--- src/rtl/mpram_pkg.sv ---
package mpram_pkg;

  // Index width for a count of n items, never below one bit.
  function automatic int idx_w(input int n);
    return (n > 1) ? $clog2(n) : 1;
  endfunction

  // Sub-cycles consumed when two physical ports serve n requests.
  function automatic int pair_slots(input int n);
    return (n + 1) / 2;
  endfunction

endpackage

--- src/rtl/mpram_capture.sv ---
module mpram_capture #(
  parameter int NW = 2,
  parameter int NR = 2,
  parameter int AW = 4,
  parameter int DW = 8
) (
  input  logic             clk,
  input  logic             rst_n,
  input  logic             sys_strobe,
  input  logic [NW-1:0]    wr_en_i,
  input  logic [NW*AW-1:0] wr_addr_i,
  input  logic [NW*DW-1:0] wr_data_i,
  input  logic [NR-1:0]    rd_en_i,
  input  logic [NR*AW-1:0] rd_addr_i,
  output logic [NW-1:0]    cap_wr_en,
  output logic [NW*AW-1:0] cap_wr_addr,
  output logic [NW*DW-1:0] cap_wr_data,
  output logic [NR-1:0]    cap_rd_en,
  output logic [NR*AW-1:0] cap_rd_addr
);

  logic [NW-1:0]    wen_d,   wen_q;
  logic [NW*AW-1:0] wadr_d,  wadr_q;
  logic [NW*DW-1:0] wdat_d,  wdat_q;
  logic [NR-1:0]    ren_d,   ren_q;
  logic [NR*AW-1:0] radr_d,  radr_q;

  // Load enable is the strobe: requests are frozen for a whole system cycle.
  always_comb begin
    wen_d  = wen_q;
    wadr_d = wadr_q;
    wdat_d = wdat_q;
    ren_d  = ren_q;
    radr_d = radr_q;
    if (sys_strobe) begin
      wen_d  = wr_en_i;
      wadr_d = wr_addr_i;
      wdat_d = wr_data_i;
      ren_d  = rd_en_i;
      radr_d = rd_addr_i;
    end
  end

  always_ff @(posedge clk or negedge rst_n) begin
    if (!rst_n) begin
      wen_q  <= '0;
      wadr_q <= '0;
      wdat_q <= '0;
      ren_q  <= '0;
      radr_q <= '0;
    end else begin
      wen_q  <= wen_d;
      wadr_q <= wadr_d;
      wdat_q <= wdat_d;
      ren_q  <= ren_d;
      radr_q <= radr_d;
    end
  end

  assign cap_wr_en   = wen_q;
  assign cap_wr_addr = wadr_q;
  assign cap_wr_data = wdat_q;
  assign cap_rd_en   = ren_q;
  assign cap_rd_addr = radr_q;

endmodule

--- src/rtl/mpram_sequencer.sv ---
module mpram_sequencer
  import mpram_pkg::*;
#(
  parameter int NW   = 2,
  parameter int NR   = 2,
  parameter int AW   = 4,
  parameter int DW   = 8,
  parameter int PUMP = 2,
  parameter int RIW  = 1
) (
  input  logic                     clk,
  input  logic                     rst_n,
  input  logic                     sys_strobe,
  input  logic [NW-1:0]            cap_wr_en,
  input  logic [NW*AW-1:0]         cap_wr_addr,
  input  logic [NW*DW-1:0]         cap_wr_data,
  input  logic [NR-1:0]            cap_rd_en,
  input  logic [NR*AW-1:0]         cap_rd_addr,
  output logic [1:0]               phy_we,
  output logic [1:0]               phy_re,
  output logic [1:0][AW-1:0]       phy_addr,
  output logic [1:0][DW-1:0]       phy_wd,
  output logic [1:0]               tag_vld,
  output logic [1:0][RIW-1:0]      tag_idx,
  output logic                     pub
);

  localparam int PW  = idx_w(PUMP);
  localparam int NWS = pair_slots(NW);
  localparam logic [PW-1:0] PH_LAST = PW'(PUMP - 1);

  logic [PW-1:0]        phase_d, phase_q;
  logic                 run_d, run_q;
  logic                 rseen_d, rseen_q;
  logic                 last_d, last_q;
  logic [1:0]           tvld_d, tvld_q;
  logic [1:0][RIW-1:0]  tidx_d, tidx_q;
  logic [1:0][RIW-1:0]  ridx;
  int                   ph;

  // Phase counter: restarts on the strobe, parks on the last sub-cycle.
  always_comb begin
    phase_d = phase_q;
    if (sys_strobe)              phase_d = '0;
    else if (phase_q != PH_LAST) phase_d = phase_q + PW'(1);
    run_d   = run_q | sys_strobe;
    ph      = int'(phase_q);
  end

  // Static schedule: write k on phys port k%2 in slot k/2,
  // read k on phys port k%2 in slot NWS + k/2.
  always_comb begin
    phy_we   = '0;
    phy_re   = '0;
    phy_addr = '0;
    phy_wd   = '0;
    ridx     = '0;
    if (run_q) begin
      for (int p = 0; p < 2; p++) begin
        for (int k = 0; k < NW; k++) begin
          if ((k % 2) == p && (k / 2) == ph) begin
            phy_we[p]   = cap_wr_en[k];
            phy_addr[p] = cap_wr_addr[k*AW +: AW];
            phy_wd[p]   = cap_wr_data[k*DW +: DW];
          end
        end
        for (int k = 0; k < NR; k++) begin
          if ((k % 2) == p && (NWS + k / 2) == ph) begin
            phy_re[p]   = cap_rd_en[k];
            phy_addr[p] = cap_rd_addr[k*AW +: AW];
            ridx[p]     = RIW'(k);
          end
        end
      end
    end
  end

  always_comb begin
    tvld_d  = phy_re;
    tidx_d  = ridx;
    last_d  = run_q && (phase_q == PH_LAST);
    rseen_d = sys_strobe ? 1'b0 : (rseen_q | (|phy_re));
  end

  always_ff @(posedge clk or negedge rst_n) begin
    if (!rst_n) begin
      phase_q <= PH_LAST;
      run_q   <= 1'b0;
      rseen_q <= 1'b0;
      last_q  <= 1'b0;
      tvld_q  <= '0;
      tidx_q  <= '0;
    end else begin
      phase_q <= phase_d;
      run_q   <= run_d;
      rseen_q <= rseen_d;
      last_q  <= last_d;
      tvld_q  <= tvld_d;
      tidx_q  <= tidx_d;
    end
  end

  assign tag_vld = tvld_q;
  assign tag_idx = tidx_q;
  assign pub     = last_q;

  AST_STROBE_PERIOD: assert property (@(posedge clk) disable iff (!rst_n)
    run_q |-> (sys_strobe == (phase_q == PH_LAST)));

  AST_WRITES_FIRST: assert property (@(posedge clk) disable iff (!rst_n)
    (|phy_we) |-> !rseen_q);

endmodule

--- src/rtl/mpram_tdp_array.sv ---
module mpram_tdp_array #(
  parameter int DEPTH = 16,
  parameter int AW    = 4,
  parameter int DW    = 8
) (
  input  logic                clk,
  input  logic                rst_n,
  input  logic [1:0]          we,
  input  logic [1:0]          re,
  input  logic [1:0][AW-1:0]  addr,
  input  logic [1:0][DW-1:0]  wd,
  output logic [1:0][DW-1:0]  q
);

  logic [DW-1:0]       mem [DEPTH];
  logic [1:0][DW-1:0]  q_d, q_q;

  // Port 1 is written after port 0, so it wins a same-address collision.
  always_ff @(posedge clk) begin
    if (we[0]) mem[addr[0]] <= wd[0];
    if (we[1]) mem[addr[1]] <= wd[1];
  end

  always_comb begin
    q_d = q_q;
    for (int p = 0; p < 2; p++) begin
      if (re[p]) q_d[p] = mem[addr[p]];
    end
  end

  always_ff @(posedge clk or negedge rst_n) begin
    if (!rst_n) q_q <= '0;
    else        q_q <= q_d;
  end

  assign q = q_q;

  AST_NO_MIXED_SLOT: assert property (@(posedge clk) disable iff (!rst_n)
    (|we) |-> !(|re));

endmodule

--- src/rtl/mpram_collect.sv ---
module mpram_collect #(
  parameter int NR  = 2,
  parameter int DW  = 8,
  parameter int RIW = 1
) (
  input  logic                clk,
  input  logic                rst_n,
  input  logic                pub,
  input  logic [1:0][DW-1:0]  q,
  input  logic [1:0]          tag_vld,
  input  logic [1:0][RIW-1:0] tag_idx,
  output logic [NR*DW-1:0]    rd_data,
  output logic [NR-1:0]       rd_valid
);

  logic [NR-1:0][DW-1:0] stg_d, stg_q, out_d, out_q;
  logic [NR-1:0]         svld_d, svld_q, ovld_d, ovld_q;
  logic [NR-1:0]         hit;
  logic [NR-1:0][DW-1:0] hq;

  // Steer each returning word to its logical port; the last slot bypasses
  // the staging bank so every port publishes on the same edge.
  always_comb begin
    for (int j = 0; j < NR; j++) begin
      hit[j] = 1'b0;
      hq[j]  = '0;
      for (int p = 0; p < 2; p++) begin
        if (tag_vld[p] && tag_idx[p] == RIW'(j)) begin
          hit[j] = 1'b1;
          hq[j]  = q[p];
        end
      end
      stg_d[j]  = hit[j] ? hq[j] : stg_q[j];
      svld_d[j] = pub ? 1'b0 : (svld_q[j] | hit[j]);
      out_d[j]  = pub ? (hit[j] ? hq[j] : stg_q[j]) : out_q[j];
      ovld_d[j] = pub ? (svld_q[j] | hit[j]) : ovld_q[j];
    end
  end

  always_ff @(posedge clk or negedge rst_n) begin
    if (!rst_n) begin
      stg_q  <= '0;
      svld_q <= '0;
      out_q  <= '0;
      ovld_q <= '0;
    end else begin
      stg_q  <= stg_d;
      svld_q <= svld_d;
      out_q  <= out_d;
      ovld_q <= ovld_d;
    end
  end

  assign rd_data  = out_q;
  assign rd_valid = ovld_q;

  AST_PUB_ONCE: assert property (@(posedge clk) disable iff (!rst_n)
    pub |=> !pub);

  AST_TAG_UNIQUE: assert property (@(posedge clk) disable iff (!rst_n)
    (&tag_vld) |-> (tag_idx[0] != tag_idx[1]));

endmodule

--- src/rtl/mpump_ram.sv ---
module mpump_ram
  import mpram_pkg::*;
#(
  parameter int DEPTH = 16,
  parameter int DW    = 8,
  parameter int NW    = 2,
  parameter int NR    = 2,
  parameter int PUMP  = 2,
  localparam int AW   = idx_w(DEPTH)
) (
  input  logic             clk,
  input  logic             rst_n,
  input  logic             sys_strobe,
  input  logic [NW-1:0]    wr_en,
  input  logic [NW*AW-1:0] wr_addr,
  input  logic [NW*DW-1:0] wr_data,
  input  logic [NR-1:0]    rd_en,
  input  logic [NR*AW-1:0] rd_addr,
  output logic [NR*DW-1:0] rd_data,
  output logic [NR-1:0]    rd_valid
);

  localparam int RIW = idx_w(NR);

  logic [NW-1:0]        c_wen;
  logic [NW*AW-1:0]     c_wadr;
  logic [NW*DW-1:0]     c_wdat;
  logic [NR-1:0]        c_ren;
  logic [NR*AW-1:0]     c_radr;
  logic [1:0]           p_we, p_re, t_vld;
  logic [1:0][AW-1:0]   p_addr;
  logic [1:0][DW-1:0]   p_wd, p_q;
  logic [1:0][RIW-1:0]  t_idx;
  logic                 pub;

  mpram_capture #(.NW(NW), .NR(NR), .AW(AW), .DW(DW)) u_cap (
    .clk(clk), .rst_n(rst_n), .sys_strobe(sys_strobe),
    .wr_en_i(wr_en), .wr_addr_i(wr_addr), .wr_data_i(wr_data),
    .rd_en_i(rd_en), .rd_addr_i(rd_addr),
    .cap_wr_en(c_wen), .cap_wr_addr(c_wadr), .cap_wr_data(c_wdat),
    .cap_rd_en(c_ren), .cap_rd_addr(c_radr)
  );

  mpram_sequencer #(.NW(NW), .NR(NR), .AW(AW), .DW(DW), .PUMP(PUMP), .RIW(RIW)) u_seq (
    .clk(clk), .rst_n(rst_n), .sys_strobe(sys_strobe),
    .cap_wr_en(c_wen), .cap_wr_addr(c_wadr), .cap_wr_data(c_wdat),
    .cap_rd_en(c_ren), .cap_rd_addr(c_radr),
    .phy_we(p_we), .phy_re(p_re), .phy_addr(p_addr), .phy_wd(p_wd),
    .tag_vld(t_vld), .tag_idx(t_idx), .pub(pub)
  );

  mpram_tdp_array #(.DEPTH(DEPTH), .AW(AW), .DW(DW)) u_arr (
    .clk(clk), .rst_n(rst_n), .we(p_we), .re(p_re),
    .addr(p_addr), .wd(p_wd), .q(p_q)
  );

  mpram_collect #(.NR(NR), .DW(DW), .RIW(RIW)) u_col (
    .clk(clk), .rst_n(rst_n), .pub(pub), .q(p_q),
    .tag_vld(t_vld), .tag_idx(t_idx),
    .rd_data(rd_data), .rd_valid(rd_valid)
  );

endmodule

--- config.mk ---
export PLATFORM = sky130hd
export DESIGN_NAME = mpump_ram
export DESIGN_NICKNAME = d
export VERILOG_FILES = /design/src/rtl/mpram_pkg.sv /design/src/rtl/mpram_capture.sv /design/src/rtl/mpram_sequencer.sv /design/src/rtl/mpram_tdp_array.sv /design/src/rtl/mpram_collect.sv /design/src/rtl/mpump_ram.sv
export SDC_FILE = /design/constraint.sdc
export NUM_CORES = 1
export LEC_CHECK = 0
export BUFFER_PORTS_ARGS = -buffer_cell sky130_fd_sc_hd__buf_4
export CAP_MARGIN = 40
export CORE_ASPECT_RATIO = 0.75
export CORE_MARGIN = 5
export CORE_UTILIZATION = 51
export DETAILED_ROUTE_END_ITERATION = 10
export HOLD_SLACK_MARGIN = 0.05
export PLACE_DENSITY = 0.71
export SYNTH_ARGS = -nofsm -noshare
export SYNTH_HDL_FRONTEND = slang
export SYNTH_SLANG_ARGS = --single-unit
--- constraint.sdc ---
create_clock -name clk -period 2.7 [get_ports clk]
set_clock_uncertainty 0.2 [all_clocks]
set_input_delay 0.135 -clock clk [delete_from_list [all_inputs] [get_ports clk]]
set_output_delay 0.135 -clock clk [all_outputs]
set_load 0.05 [all_outputs]
==> Yosys cells after proc, flatten, opt, wreduce, memory -nomap -nowiden <==
Memory sizes are Yosys's and may differ from the RTL's. A register that Yosys moved wholly into a read port is not among the register bits.
Index checks and enable logic that the tools add are counted.
{ "totals": {"mem_count": 1, "inputBits": 39, "reg_bits": 79, "mem_bits_rw": 128} }
{ "mem_list": {"columns": ["memory", "words", "width", "rd", "rd_clocked_by_memory_dff", "write_ports", "line", "source"], "rows": [
  ["u_arr.mem", 16, 8, 2, 2, 2, "mpram_tdp_array.sv:15", "logic [DW-1:0] mem [DEPTH];"]
]} }
{ "op_classes": {"addsub": 1, "n_reduce_logical": 8, "muxes": 34, "n_bitwise": 5} }
{ "op_table": {"columns": ["op", "count"], "rows": [
  ["two-way mux 8 bit", 9],
  ["logical NOT 32 bit", 1],
  ["two-way mux 1 bit", 17],
  ["two-way mux 16 bit", 1],
  ["two-way mux 4 bit", 4],
  ["two-way mux 2 bit", 3],
  ["logical AND 1 bit", 5],
  ["OR 1 bit", 3],
  ["logical NOT 1 bit", 2],
  ["NOT 1 bit", 2],
  ["adder 1 bit (second input constant)", 1]
]} }

==> Longest topological paths before layout <==
Gate-level depths: netlist (run 1).
{ "logic_depth": {"word_depth": 6, "ltp_mapped": 9, "depth_no_buf": 5} }

==> Cells and area by module <==
Synthesis (run 1) repeated with hierarchy kept, for this count alone.
{ "hier_totals": {"hier_cells": 896, "area_unflattened_um2": 12049.1} }
{ "by_module_without_submodules": {"columns": ["module", "seq_area_each_um2", "area_per_inst_um2", "instances", "cells_each"], "rows": [
  ["mpram_tdp_array", 4244.1, 8504.4, 1, 621],
  ["mpram_collect", 900.9, 1600.3, 1, 148],
  ["mpram_capture", 900.9, 1490.2, 1, 76],
  ["mpram_sequencer", 126.4, 454.2, 1, 51]
]} }

==> Worst setup path after synthesis (run 1) <==
No wires, ideal clock.
{ "synth_path": {"path_type": "register to register", "from": "register u_seq.phase_q", "to": "memory u_arr.mem[13][0], enable pin", "synth_period_minus_slack_ps": 2908, "stages_incl_launch_ff": 8, "slack_ps": -208, "arrival_ps": 2324, "required_ps": 2116, "setup_ps": 384, "path_cell_list": "dfstp_2 -> buf_6 -> buf_12 -> mux2_2 -> nand2_1 -> clkbuf_1 -> nand3_1 -> o21ai_0"} }
{ "synth_rtl": {"columns": ["item", "line", "source"], "rows": [
  ["from (decl)", "mpram_sequencer.sv:32", "logic [PW-1:0] phase_d, phase_q;"],
  ["from (signal assigned)", "mpram_sequencer.sv:94", "phase_q <= phase_d;"],
  ["to (decl)", "mpram_tdp_array.sv:15", null]
]} }

==> Worst setup path after layout (run 1) <==
{ "layout_path": {"from": "register u_seq.phase_q", "to": "register u_arr.q_q (netlist bit u_arr.q[4]) (read register of u_arr.mem)"} }
{ "layout_between": {"elab_chain_len": 4, "elab_cells_between_ends": 6, "classes_between": "5 x mux; 1 x reduce/logical"} }
{ "layout_rtl": {"columns": ["item", "line", "source"], "rows": [
  ["logical NOT 32 bit", "mpram_sequencer.sv:61", "if ((k % 2) == p && (k / 2) == ph) begin"],
  ["two-way mux 4 bit", "mpram_sequencer.sv:61", null],
  ["two-way mux 4 bit", "mpram_sequencer.sv:68", "if ((k % 2) == p && (NWS + k / 2) == ph) begin"],
  ["two-way mux 8 bit", "mpram_sequencer.sv:58", "if (run_q) begin"],
  ["to (decl)", "mpram_tdp_array.sv:16", "logic [1:0][DW-1:0] q_d, q_q;"]
]} }
Parallel ways exist; a longest one is shown, timed or not.
A chain may end at the register's enable or synchronous reset.

==> out/qor.csv, run 1 <==
stage;metric;value;unit
pwr;sequential share of power;0.428;
logic_synthesis;most common flop cell mapped by yosys;edfxtp_1;
placement;Placed Cells;1390;
timing;endpoints failing hold;0;
pwr;total power;0.0100;W
logic_synthesis;most frequent cell after synthesis;edfxtp_1;
route;DR vias/cell;6.60;
logic_synthesis;Mapped Area;11800;sq um
clock_tree;clock root buffer;clkbuf_16;
route;Wirelength per Cell;26.7;um
global_route;global-route usage over all layers;0.305;
clock_tree;H-tree levels;1;
timing;Slew @ Worst Pin;595;ps
setup_path;CP Data Arrival Time;2820;ps
clock_tree;Clock Path Buffers;3;
setup_path;crit path launch type;register;
setup_path;Data required, critical path;2880;ps
route;drt drc;0;
logic_synthesis;Gate Count Post-Synth;1047;
setup_path;Crit path max-delay family;compound AO/OA/AOI/OAI gates;
pwr;power share of the clock group;0.322;
clock_tree;Clock Sinks;221;
route;first-pass iteration count of the detailed router;5;
timing;Slew Limit Headroom;0.603;
route;Vias;9954;
finish;# nets final;1231;
global_route;initial antenna violation count;0;
setup_path;worst-path cell chain;mux2_2, and2_1, buf_4, o31ai_1, o32a_1, a31oi_1;
clock_tree;CTS tree;built;
logic_synthesis;syn avg cell area;11.3;sq um
logic_synthesis;EDFF count, synth;128;
clock_tree;Reg clk slew, reported paths;60;ps
pwr;maximum VDD drop;0.000535;V
status;status;finished, final reports clean;
finish;fill cell count;1772;
timing;crit path time final;2650;ps
route;initial DRC count;1230;
route;ANT nets after route;0;
die;die area;26300;sq um
setup_path;critical path class;reg2reg;
pwr;Leakage Power;5.89;nW
pwr;Comb pwr share;0.250;
logic_synthesis;syn_nets;1086;
die;I/O pin cnt;57;
logic_synthesis;synth warn;0;
global_route;vias in the first global route;9673;
setup_path;slowest CP cell;dfstp_2;
setup_path;Worst Path Buf+Inv;1;
pwr;Sw Share;0.316;
pwr;sw power;0.00318;W
finish;area growth from synthesis to layout;23.1;%
finish;share of layout cells above drive strength 1;0.221;
global_route;gr ovfl total;0;
logic_synthesis;dominant cells by area after synthesis;edfxtp_1 (33%), dfrtp_1 (20%), mux2i_1 (7.9%);
die;chip height;142;um
die;Core ar.;22900;sq um
setup_path;Max FO, Critical Path;30;
die;Horiz. Die Dim;186;um
timing;f_max;378;MHz
global_route;largest net degree at the start of global routing;126;
logic_synthesis;Commonest cells post-synth;edfxtp_1 (128), mux2i_1 (93), dfrtp_1 (92), clkbuf_1 (77), o21ai_0 (74);
logic_synthesis;synth unique cells;51;
run;number of max-cap violations;0;
finish;number of diodes;0;
placement;hpwl dp;27100;um
logic_synthesis;post-synthesis sequential area ratio;0.524;
pwr;Power Density;693;nW/um^2
setup_path;CP peak stage delay;660;ps
die;site row count;48;
timing;endpoints failing setup;0;
logic_synthesis;Yosys top cell area share;0.326;
timing;Fin Setup TNS;0;ps
timing;count of pins over their slew limit;0;
route;WL final;40300;um
setup_path;CP endpoint kind;register;
pwr;Pint;0.00687;W
die;Starting Density;0.515;
timing;RSZ-0062 raised after global routing;no;
worst_hold_path;worst hold-check path type;reg2reg;
clock_tree;Skew-Pair Late Insertion Delay;530;ps
logic_synthesis;asr flop ratio synth;0.421;
timing;fin crit share;0.981;
placement;GP Congestion;0.967;
global_route;global-route wire length before repair;60700;um
logic_synthesis;post-synthesis register bit count;221;
logic_synthesis;Yosys top cell by area;edfxtp_1;
finish;Final Non-Filler Cells;1509;
placement;I/O Buffers;56;
clock_tree;TritonCTS buffer count;23;
==> final cells by class <==
type,count,area [sq um],area share
clock buffer,34,657,0.0453
clock inverter,8,96.3,0.00664
inverter,4,15.0,0.00104
multi-input combinational,717,5170,0.357
sequential,221,6170,0.426
tap,300,375,0.0259
timing repair buffer,225,2020,0.139
==> registers in the layout, summed over array words and instances, names as in the netlist <==
| signal | cells |
|---|---|
| u_arr.mem | 128 |
| u_arr.q | 16 |
| u_cap.cap_wr_data | 16 |
| u_col.rd_data | 16 |
| u_col.stg_q | 16 |
| u_cap.cap_rd_addr | 8 |
| u_cap.cap_wr_addr | 8 |
| u_cap.cap_rd_en | 2 |
| u_cap.cap_wr_en | 2 |
| u_col.rd_valid | 2 |
| u_col.svld_q | 2 |
| u_seq.tag_vld | 2 |
| u_seq.phase_q | 1 |
| u_seq.pub | 1 |
| u_seq.run_q | 1 |
==> power groups by stage <==
stage	registers, W	logic [W]	clock network (W)
after detailed placement	0.00435	0.00231	0
after floorplan	0.00461	0.00114	0
final	0.00430	0.00251	0.00323
after global routing	0.00433	0.00265	0.00340
after CTS	0.00429	0.00246	0.00326
after global placement	0.00434	0.00229	0
==> repair_timing <==
item                                    in CTS  in global routing
resized for setup                            0                  2
buffers inserted                             0                  0
endpoints found under the hold margin      131                  0
hold buffers                                77                  0
endpoints found under the setup margin       0                  1
==> worst reg2reg max path: stages, from the launching register on <==
cell and delay (ps):
dfstp_2 660, mux2_2 410, and2_1 160, buf_4 250, o31ai_1 470, o32a_1 260
a31oi_1 90
==> path summary, 6_finish.rpt <==
kind,from,endpoint,slack (ps),cells after the start
setup / recovery,u_seq.phase_q,u_arr.q[4],50,6
hold / removal,u_col.stg_q[9],u_col.stg_q[9],300,1
setup reg to reg,u_seq.phase_q,u_arr.q[4],50,6
hold reg to reg,u_col.stg_q[9],u_col.stg_q[9],300,1
max in group asynchronous,rst_n,u_arr.q[9],1350,4
min in group asynchronous,rst_n,u_seq.phase_q,530,3
==> layout by cell type (no fill, tap or decap), types with 4 or more instances in the layout <==
cell	netlist	layout
a211o_1	6	6
a211oi_1	40	40
a21boi_0	27	27
a21oi_1	4	4
a221oi_1	40	40
a31oi_1	17	17
and2_1	26	26
and3_1	45	45
buf_12	1	11
buf_4	4	138
clkbuf_1	77	7
clkbuf_16	0	23
clkbuf_8	0	4
dfrtp_1	92	91
dlygate4sd3_1	0	76
edfxtp_1	128	128
inv_1	4	4
mux2_2	63	63
mux2i_1	93	93
nand2_1	60	60
nand2_2	4	4
nand3_1	61	61
nor2_1	55	55
nor3_1	4	4
o21ai_0	74	70
o21ai_1	2	6
o31ai_1	26	24
o32a_1	27	27
==> metrics by stage <==
step	utilization	hold WS (ps)	setup WS [ps]	instance area (sq um)
after CTS	0.634	301	37.8	14500
after floorplan	-	-361	-208	11800
after detailed placement	0.566	-107	62.4	13000
after global placement	0.566	-112	68.6	13000
final	0.634	296	52.3	14500
after global routing	0.634	316	6.15	14500
==> cell families after synthesis <==
logic type      share of synthesized area
simple gates                        0.116
compound gates                      0.172
flops                               0.524
buf+inv                            0.0405
mux                                 0.147
==> routing by layer <==
metal / wire [um] / up-vias / GRT usage
met5: 0 / - / 0
li1: - / 4319 / -
met2: 17100 / 633 / 0.448
met4: 1740 / 0 / 0.105
met1: 16400 / 4890 / 0.441
met3: 5080 / 112 / 0.0779
(Power assumes the default switching activity.)
==> run 2: changes to the inputs <==
PLACE_DENSITY = 0.68   (was 0.71)
clock period = 2.8 ns   (was 2.7 ns; I/O delays follow)
==> run 2 against run 1 <==
Hold slack got worse by 1.1 ps. Critical path depth unchanged. Count of clock-buffer cells in the layout fell by 3. Routed wire length decreased by 0.89%. Core utilization shrank 0.18 points. Power is 3.0% lower. Non-clock buffer count down 7. Global-route usage decreased by 0.84 points. Critical path type unchanged. Critical endpoint is now u_arr.q[5].
==> out/qor.csv, run 2 (synthesized netlist as in run 1, its figures left out) <==
stage;metric;value;unit;change
worst_hold_path;worst hold-check path type;reg2reg;;unchanged
route;Wirelength per Cell;26.6;um;was 26.7 um
finish;fill cell count;1832;;was 1772
finish;number of flip-flops under the largest register name;128;;unchanged
route;DR vias/cell;6.55;;was 6.60
timing;final hold slack;295;ps;was 296 ps
pwr;maximum VDD drop;0.000424;V;was 0.000535 V
finish;commonest non-fill, non-tap cell in the layout;buf_4;;unchanged
timing;endpoints failing setup;0;;unchanged
finish;share of layout cells above drive strength 1;0.220;;was 0.221
route;first-pass iteration count of the detailed router;6;;was 5
timing;count of pins over their slew limit;0;;unchanged
status;status;finished, final reports clean;;unchanged
placement;hpwl dp;26700;um;was 27100 um
global_route;global-route usage over all layers;0.296;;was 0.305
pwr;total power;0.00974;W;was 0.0100 W
clock_tree;clock root buffer;clkbuf_16;;unchanged
route;Vias;9833;;was 9954
die;Core ar.;22900;sq um;unchanged
clock_tree;Clock Path Buffers;3;;unchanged
setup_path;Max FO, Critical Path;24;;was 30
clock_tree;Reg clk slew, reported paths;60;ps;about the same
setup_path;Crit path max-delay family;multiplexers;;was compound AO/OA/AOI/OAI gates
setup_path;worst-path cell chain;mux2_2, nand2_2, buf_12, mux4_2, a22oi_1, a31oi_1;;was mux2_2, and2_1, buf_4, o31ai_1, o32a_1, a31oi_1
timing;Slew @ Worst Pin;634;ps;was 595 ps
timing;Slew Limit Headroom;0.577;;was 0.603
global_route;gr ovfl total;0;;unchanged
route;initial DRC count;1373;;was 1230
finish;area growth from synthesis to layout;22.7;%;was 23.1%
global_route;initial antenna violation count;0;;unchanged
die;die area;26300;sq um;unchanged
placement;GP Congestion;0.987;;was 0.967
clock_tree;TritonCTS buffer count;23;;unchanged
setup_path;slowest CP cell;dfstp_4;;was dfstp_2
timing;fin crit share;0.970;;was 0.981
run;number of max-cap violations;0;;unchanged
setup_path;Data required, critical path;2980;ps;was 2880 ps
timing;endpoints failing hold;0;;unchanged
clock_tree;CTS tree;built;;unchanged
finish;# nets final;1224;;was 1231
timing;crit path time final;2710;ps;was 2650 ps
setup_path;critical path class;reg2reg;;unchanged
timing;RSZ-0062 raised after global routing;no;;unchanged
global_route;vias in the first global route;9393;;was 9673
setup_path;crit path launch type;register;;unchanged
route;ANT nets after route;0;;unchanged
setup_path;CP Data Arrival Time;2900;ps;was 2820 ps
global_route;global-route wire length before repair;59000;um;was 60700 um
setup_path;Worst Path Buf+Inv;1;;unchanged
route;drt drc;0;;unchanged
route;WL final;39900;um;was 40300 um
die;Horiz. Die Dim;186;um;unchanged
global_route;largest net degree at the start of global routing;116;;was 126
clock_tree;# Post-CTS Setup Buffers;0;;unchanged
finish;commonest non-fill, non-tap cells in the layout;buf_4 (132), edfxtp_1 (128), mux2i_1 (93);;was buf_4 (138), edfxtp_1 (128), mux2i_1 (93)
die;site row count;48;;unchanged
die;I/O pin cnt;57;;unchanged
pwr;Power Density;673;nW/um^2;was 693 nW/um^2
placement;I/O Buffers;56;;unchanged
clock_tree;Skew-Pair Late Insertion Delay;530;ps;about the same
timing;Fin Setup TNS;0;ps;unchanged
setup_path;CP endpoint kind;register;;unchanged
timing;f_max;368;MHz;was 378 MHz
die;Starting Density;0.515;;unchanged
pwr;Leakage Power;5.87;nW;was 5.89 nW
setup_path;CP peak stage delay;750;ps;was 660 ps
finish;number of diodes;0;;unchanged
clock_tree;Clock Sinks;221;;unchanged
die;chip height;142;um;unchanged
clock_tree;H-tree levels;1;;unchanged
==> run 2: changes by cell type in the layout (fill, tap and decap cells not counted), sizes merged <==
cell	previous run	this run
buf	149	141
clkbuf	34	32
clkinv	4	6
clkinvlp	0	2
inv	6	4
==> run 2: what timing repair did <==
item,in CTS,in global routing
setup endpoints to repair,0,33
hold buffers,76,0
gates resized for setup,0,4
endpoints found under the hold margin,131,0
==> run 2: worst paths after layout <==
kind | start | to | slack [ps] | cells after the start
max in group asynchronous | rst_n | u_arr.q[4] | 1370 | 4
min reg2reg | u_col.stg_q[12] | u_col.stg_q[12] | 290 | 1
max | u_seq.phase_q | u_arr.q[5] | 90 | 6
min in group asynchronous | rst_n | u_cap.cap_wr_addr[4] | 620 | 4
max reg2reg | u_seq.phase_q | u_arr.q[5] | 90 | 6
min | u_col.stg_q[12] | u_col.stg_q[12] | 290 | 1
==> run 2: final cells by class <==
| class | instances | area [sq um] | area share |
|---|---|---|---|
| repair buffers | 218 | 1960 | 0.135 |
| inverters | 4 | 15.0 | 0.00104 |
| well taps | 300 | 375 | 0.0259 |
| clock buffers | 31 | 681 | 0.0471 |
| clock inverters | 10 | 103 | 0.00709 |
| flip-flops and latches | 221 | 6180 | 0.427 |
| multi-input cells | 717 | 5160 | 0.357 |
==> run 2: stage by stage <==
stage          cells   util  cell area (sq um)  worst slack (ps)
6_report        1501  0.632              14500              85.1
5_1_grt         1501  0.632              14500              14.3
4_1_cts         1500  0.630              14400              38.4
3_5_place_dp    1383  0.563              12900              52.3
3_3_place_gp    1382  0.563              12900              89.1
2_1_floorplan   1047      -              11800              -108
==> run 2: where the power goes <==
| group | internal, W | total, W | switching, W | leakage (nW) |
|---|---|---|---|---|
| sequential | 0.00385 | 0.00414 | 0.000292 | 2.27 |
| combinational | 0.000958 | 0.00241 | 0.00146 | 3.22 |
| clock | 0.00188 | 0.00319 | 0.00131 | 0.385 |
==> run 2: worst reg2reg max path: stages, from the launching register on <==
cell and delay (ps):
dfstp_4 750, mux2_2 410, nand2_2 170, buf_12 220, mux4_2 530, a22oi_1 210
a31oi_1 110
==> run 2: routing by layer <==
metal,vias up,part of all wire,track usage
met4,0,0.042,0.101
met1,4852,0.43,0.443
met5,-,0,0
met2,582,0.41,0.425
li1,4302,-,-
met3,97,0.11,0.0687
==> run 3: changes to the inputs <==
ABC_AREA = 1   (was unset)
CTS_CLUSTER_DIAMETER = 30   (was unset)
GPL_TIMING_DRIVEN = 0   (was unset)
==> run 3 against run 2 <==
Power up 21%. Area after synthesis grew 5.3%. Final area up 11%. Clock power rose by 72%. Synthesized cell count up 58%. Register-to-register slack worse by 70 ps. Routed wire length up 31%. Die area is 5.0% higher.
==> out/qor.csv, run 3 <==
stage;metric;value;unit;change
logic_synthesis;Yosys top cell area share;0.310;;was 0.326
setup_path;R2R cell count;6;;unchanged
route;WL final;52400;um;was 39900 um
timing;endpoints failing setup;0;;unchanged
route;Wirelength per Cell;23.7;um;was 26.6 um
run;number of max-cap violations;0;;unchanged
die;die area;27600;sq um;was 26300 sq um
global_route;gr ovfl total;0;;unchanged
finish;Final Non-Filler Cells;2212;;was 1501
clock_tree;CTS tree;built;;unchanged
route;Vias;12700;;was 9833
pwr;total power;0.0118;W;was 0.00974 W
die;Core ar.;24000;sq um;was 22900 sq um
finish;Final Util;0.671;;was 0.632
clock_tree;Reg clk slew, reported paths;50;ps;was 60 ps
route;initial DRC count;1808;;was 1373
global_route;global-route usage over all layers;0.371;;was 0.296
route;first-pass iteration count of the detailed router;8;;was 6
route;drt drc;0;;unchanged
finish;share of layout cells above drive strength 1;0.145;;was 0.220
timing;count of pins over their slew limit;0;;unchanged
finish;# nets final;1888;;was 1224
logic_synthesis;Commonest cells post-synth;nand2_1 (786), o21ai_0 (177), edfxtp_1 (128), nand3_1 (125), inv_1 (96);;was edfxtp_1 (128), mux2i_1 (93), dfrtp_1 (92), clkbuf_1 (77), o21ai_0 (74)
setup_path;critical path class;reg2reg;;unchanged
timing;RSZ-0062 raised after global routing;yes;;was no
logic_synthesis;dominant cells by area after synthesis;edfxtp_1 (31%), nand2_1 (24%), dfrtp_1 (19%);;was edfxtp_1 (33%), dfrtp_1 (20%), mux2i_1 (7.9%)
setup_path;worst reg-to-reg setup slack;10;ps;was 90 ps
global_route;initial antenna violation count;1;;was 0
setup_path;r2r startpoint;u_seq.phase_q;;unchanged
placement;hpwl dp;37200;um;was 26700 um
logic_synthesis;Mapped Area;12400;sq um;was 11800 sq um
logic_synthesis;synth warn;0;;unchanged
logic_synthesis;most common flop cell mapped by yosys;edfxtp_1;;unchanged
timing;Slew @ Worst Pin;843;ps;was 634 ps
setup_path;CP Data Arrival Time;2800;ps;was 2900 ps
setup_path;crit path launch type;register;;unchanged
logic_synthesis;EDFF count, synth;128;;unchanged
timing;Slew Limit Headroom;0.436;;was 0.577
worst_hold_path;worst hold-check path type;in2reg;;was reg2reg
logic_synthesis;asr flop ratio synth;0.421;;unchanged
die;Starting Density;0.518;;was 0.515
die;chip height;145;um;was 142 um
placement;GP Congestion;1.09;;was 0.987
global_route;global-route wire length before repair;76400;um;was 59000 um
setup_path;Data required, critical path;2810;ps;was 2980 ps
pwr;Power Density;736;nW/um^2;was 673 nW/um^2
clock_tree;clock root buffer;clkbuf_16;;unchanged
logic_synthesis;syn_nets;1692;;was 1086
clock_tree;Clock Sinks;221;;unchanged
timing;fin crit share;0.996;;was 0.970
setup_path;CP endpoint kind;register;;unchanged
finish;fill cell count;1956;;was 1832
placement;Placed Cells;2043;;was 1383
finish;commonest non-fill, non-tap cell in the layout;nand2_1;;was buf_4
setup_path;Max FO, Critical Path;10;;was 24
setup_path;slowest CP cell;dfstp_2;;was dfstp_4
finish;number of flip-flops under the largest register name;128;;unchanged
logic_synthesis;post-synthesis sequential area ratio;0.497;;was 0.524
logic_synthesis;post-synthesis register bit count;221;;unchanged
die;site row count;49;;was 48
setup_path;worst-path cell chain;nand2_2, buf_4, o22ai_4, clkbuf_4, nand3_1, o22ai_2;;was mux2_2, nand2_2, buf_12, mux4_2, a22oi_1, a31oi_1
pwr;maximum VDD drop;0.000644;V;was 0.000424 V
finish;number of diodes;0;;unchanged
clock_tree;Skew-Pair Late Insertion Delay;570;ps;was 530 ps
logic_synthesis;syn avg cell area;7.51;sq um;was 11.3 sq um
logic_synthesis;Yosys top cell by area;edfxtp_1;;unchanged
global_route;vias in the first global route;11900;;was 9393
timing;crit path time final;2790;ps;was 2710 ps
worst_hold_path;WHS Path Cells;4;;was 1
worst_hold_path;Hold Startpoint;wr_data[13];;was u_col.stg_q[12]
finish;area growth from synthesis to layout;29.6;%;was 22.7%
clock_tree;H-tree levels;2;;was 1
logic_synthesis;most frequent cell after synthesis;nand2_1;;was edfxtp_1
placement;I/O Buffers;55;;was 56
clock_tree;TritonCTS buffer count;41;;was 23
route;DR vias/cell;5.73;;was 6.55
setup_path;CP peak stage delay;580;ps;was 750 ps
logic_synthesis;synth unique cells;31;;was 51
route;ANT nets after route;0;;unchanged
pwr;Leakage Power;7.30;nW;was 5.87 nW
timing;f_max;359;MHz;was 368 MHz
logic_synthesis;Gate Count Post-Synth;1653;;was 1047
die;I/O pin cnt;57;;unchanged
global_route;largest net degree at the start of global routing;68;;was 116
worst_hold_path;Hold Path Sink;u_cap.cap_wr_data[13];;was u_col.stg_q[12]
finish;commonest non-fill, non-tap cells in the layout;nand2_1 (781), o21ai_0 (173), edfxtp_1 (128);;was buf_4 (132), edfxtp_1 (128), mux2i_1 (93)
clock_tree;Clock Path Buffers;3;;unchanged
timing;endpoints failing hold;0;;unchanged
die;Horiz. Die Dim;190;um;was 186 um
setup_path;FF-to-FF End;u_arr.mem[15][2];;was u_arr.q[5]
status;status;finished, final reports clean;;unchanged
[run 3: cell count changes after synthesis, sizes merged, moves of 45 or more]
cell / change
inv: +97
mux2i: -93
o21ai: +113
nand3: +67
and3: -45
nand2: +731
mux2: -65
[run 3: cells by family after synthesis]
kind of cell | synth area share
buffers and inverters | 0.0706
AND/OR/NAND/NOR | 0.337
flip-flops | 0.497
AO/OA/AOI/OAI | 0.0953
[run 3: layer usage]
metal | part of all wire | vias up | track usage
met5 | 0.00027 | - | 0
met4 | 0.040 | 2 | 0.126
met3 | 0.14 | 117 | 0.121
met2 | 0.41 | 853 | 0.531
met1 | 0.41 | 5992 | 0.536
li1 | - | 5717 | -
[run 3: cell type report]
type | instances | area (sq um) | area share
clock buffer | 44 | 1040 | 0.0645
inverter | 104 | 398 | 0.0247
buffer | 100 | 520 | 0.0324
tap | 331 | 414 | 0.0257
clock inverter | 31 | 478 | 0.0297
timing repair buffer | 153 | 1390 | 0.0865
sequential | 221 | 6170 | 0.384
multi-input combinational | 1228 | 5680 | 0.353
[run 3: where the power goes]
part	switching [W]	internal, W	leakage [nW]
sequential	0.000142	0.00377	2.30
clock	0.00190	0.00358	0.730
combinational	0.00170	0.000729	4.28
total	0.00375	0.00809	7.30
[run 3: critical path: cells and delay by family (launching register included)]
family | cells | cell delay, ps
flip-flops | 1 | 580
AND/OR/NAND/NOR | 2 | 280
AO/OA/AOI/OAI | 2 | 800
buffers and inverters | 2 | 560
[run 3: worst max path at each step]
stage                  start               end  depth (start not counted)
4_1_cts          u_seq.run_q   u_arr.mem[8][3]                          9
6_report       u_seq.phase_q  u_arr.mem[15][2]                          6
5_1_grt        u_seq.phase_q   u_arr.mem[3][5]                          7
2_1_floorplan  u_seq.phase_q   u_arr.mem[0][0]                          8
3_3_place_gp   u_seq.phase_q   u_arr.mem[0][6]                          8
3_5_place_dp   u_seq.phase_q   u_arr.mem[5][2]                          8
[run 3: what timing repair did]
| action | in CTS | in global routing |
|---|---|---|
| pin swaps | 7 | 4 |
| resized for setup | 58 | 28 |
| setup endpoints to repair | 154 | 188 |
| endpoints found under the hold margin | 130 | 0 |
| buffers inserted | 6 | 5 |
| hold buffers | 83 | 0 |
[run 3: through the flow]
step           instance area [sq um]  setup TNS [ps]  hold slack (ps)  worst slack (ps)
2_1_floorplan                  12400               0             -356              4.51
3_3_place_gp                   13200          -80100              146              -872
3_5_place_dp                   13300          -78360            -92.6              -784
4_1_cts                        16000               0              120              8.75
5_1_grt                        16100            -109              169             -19.4
6_report                       16100               0              131              11.4
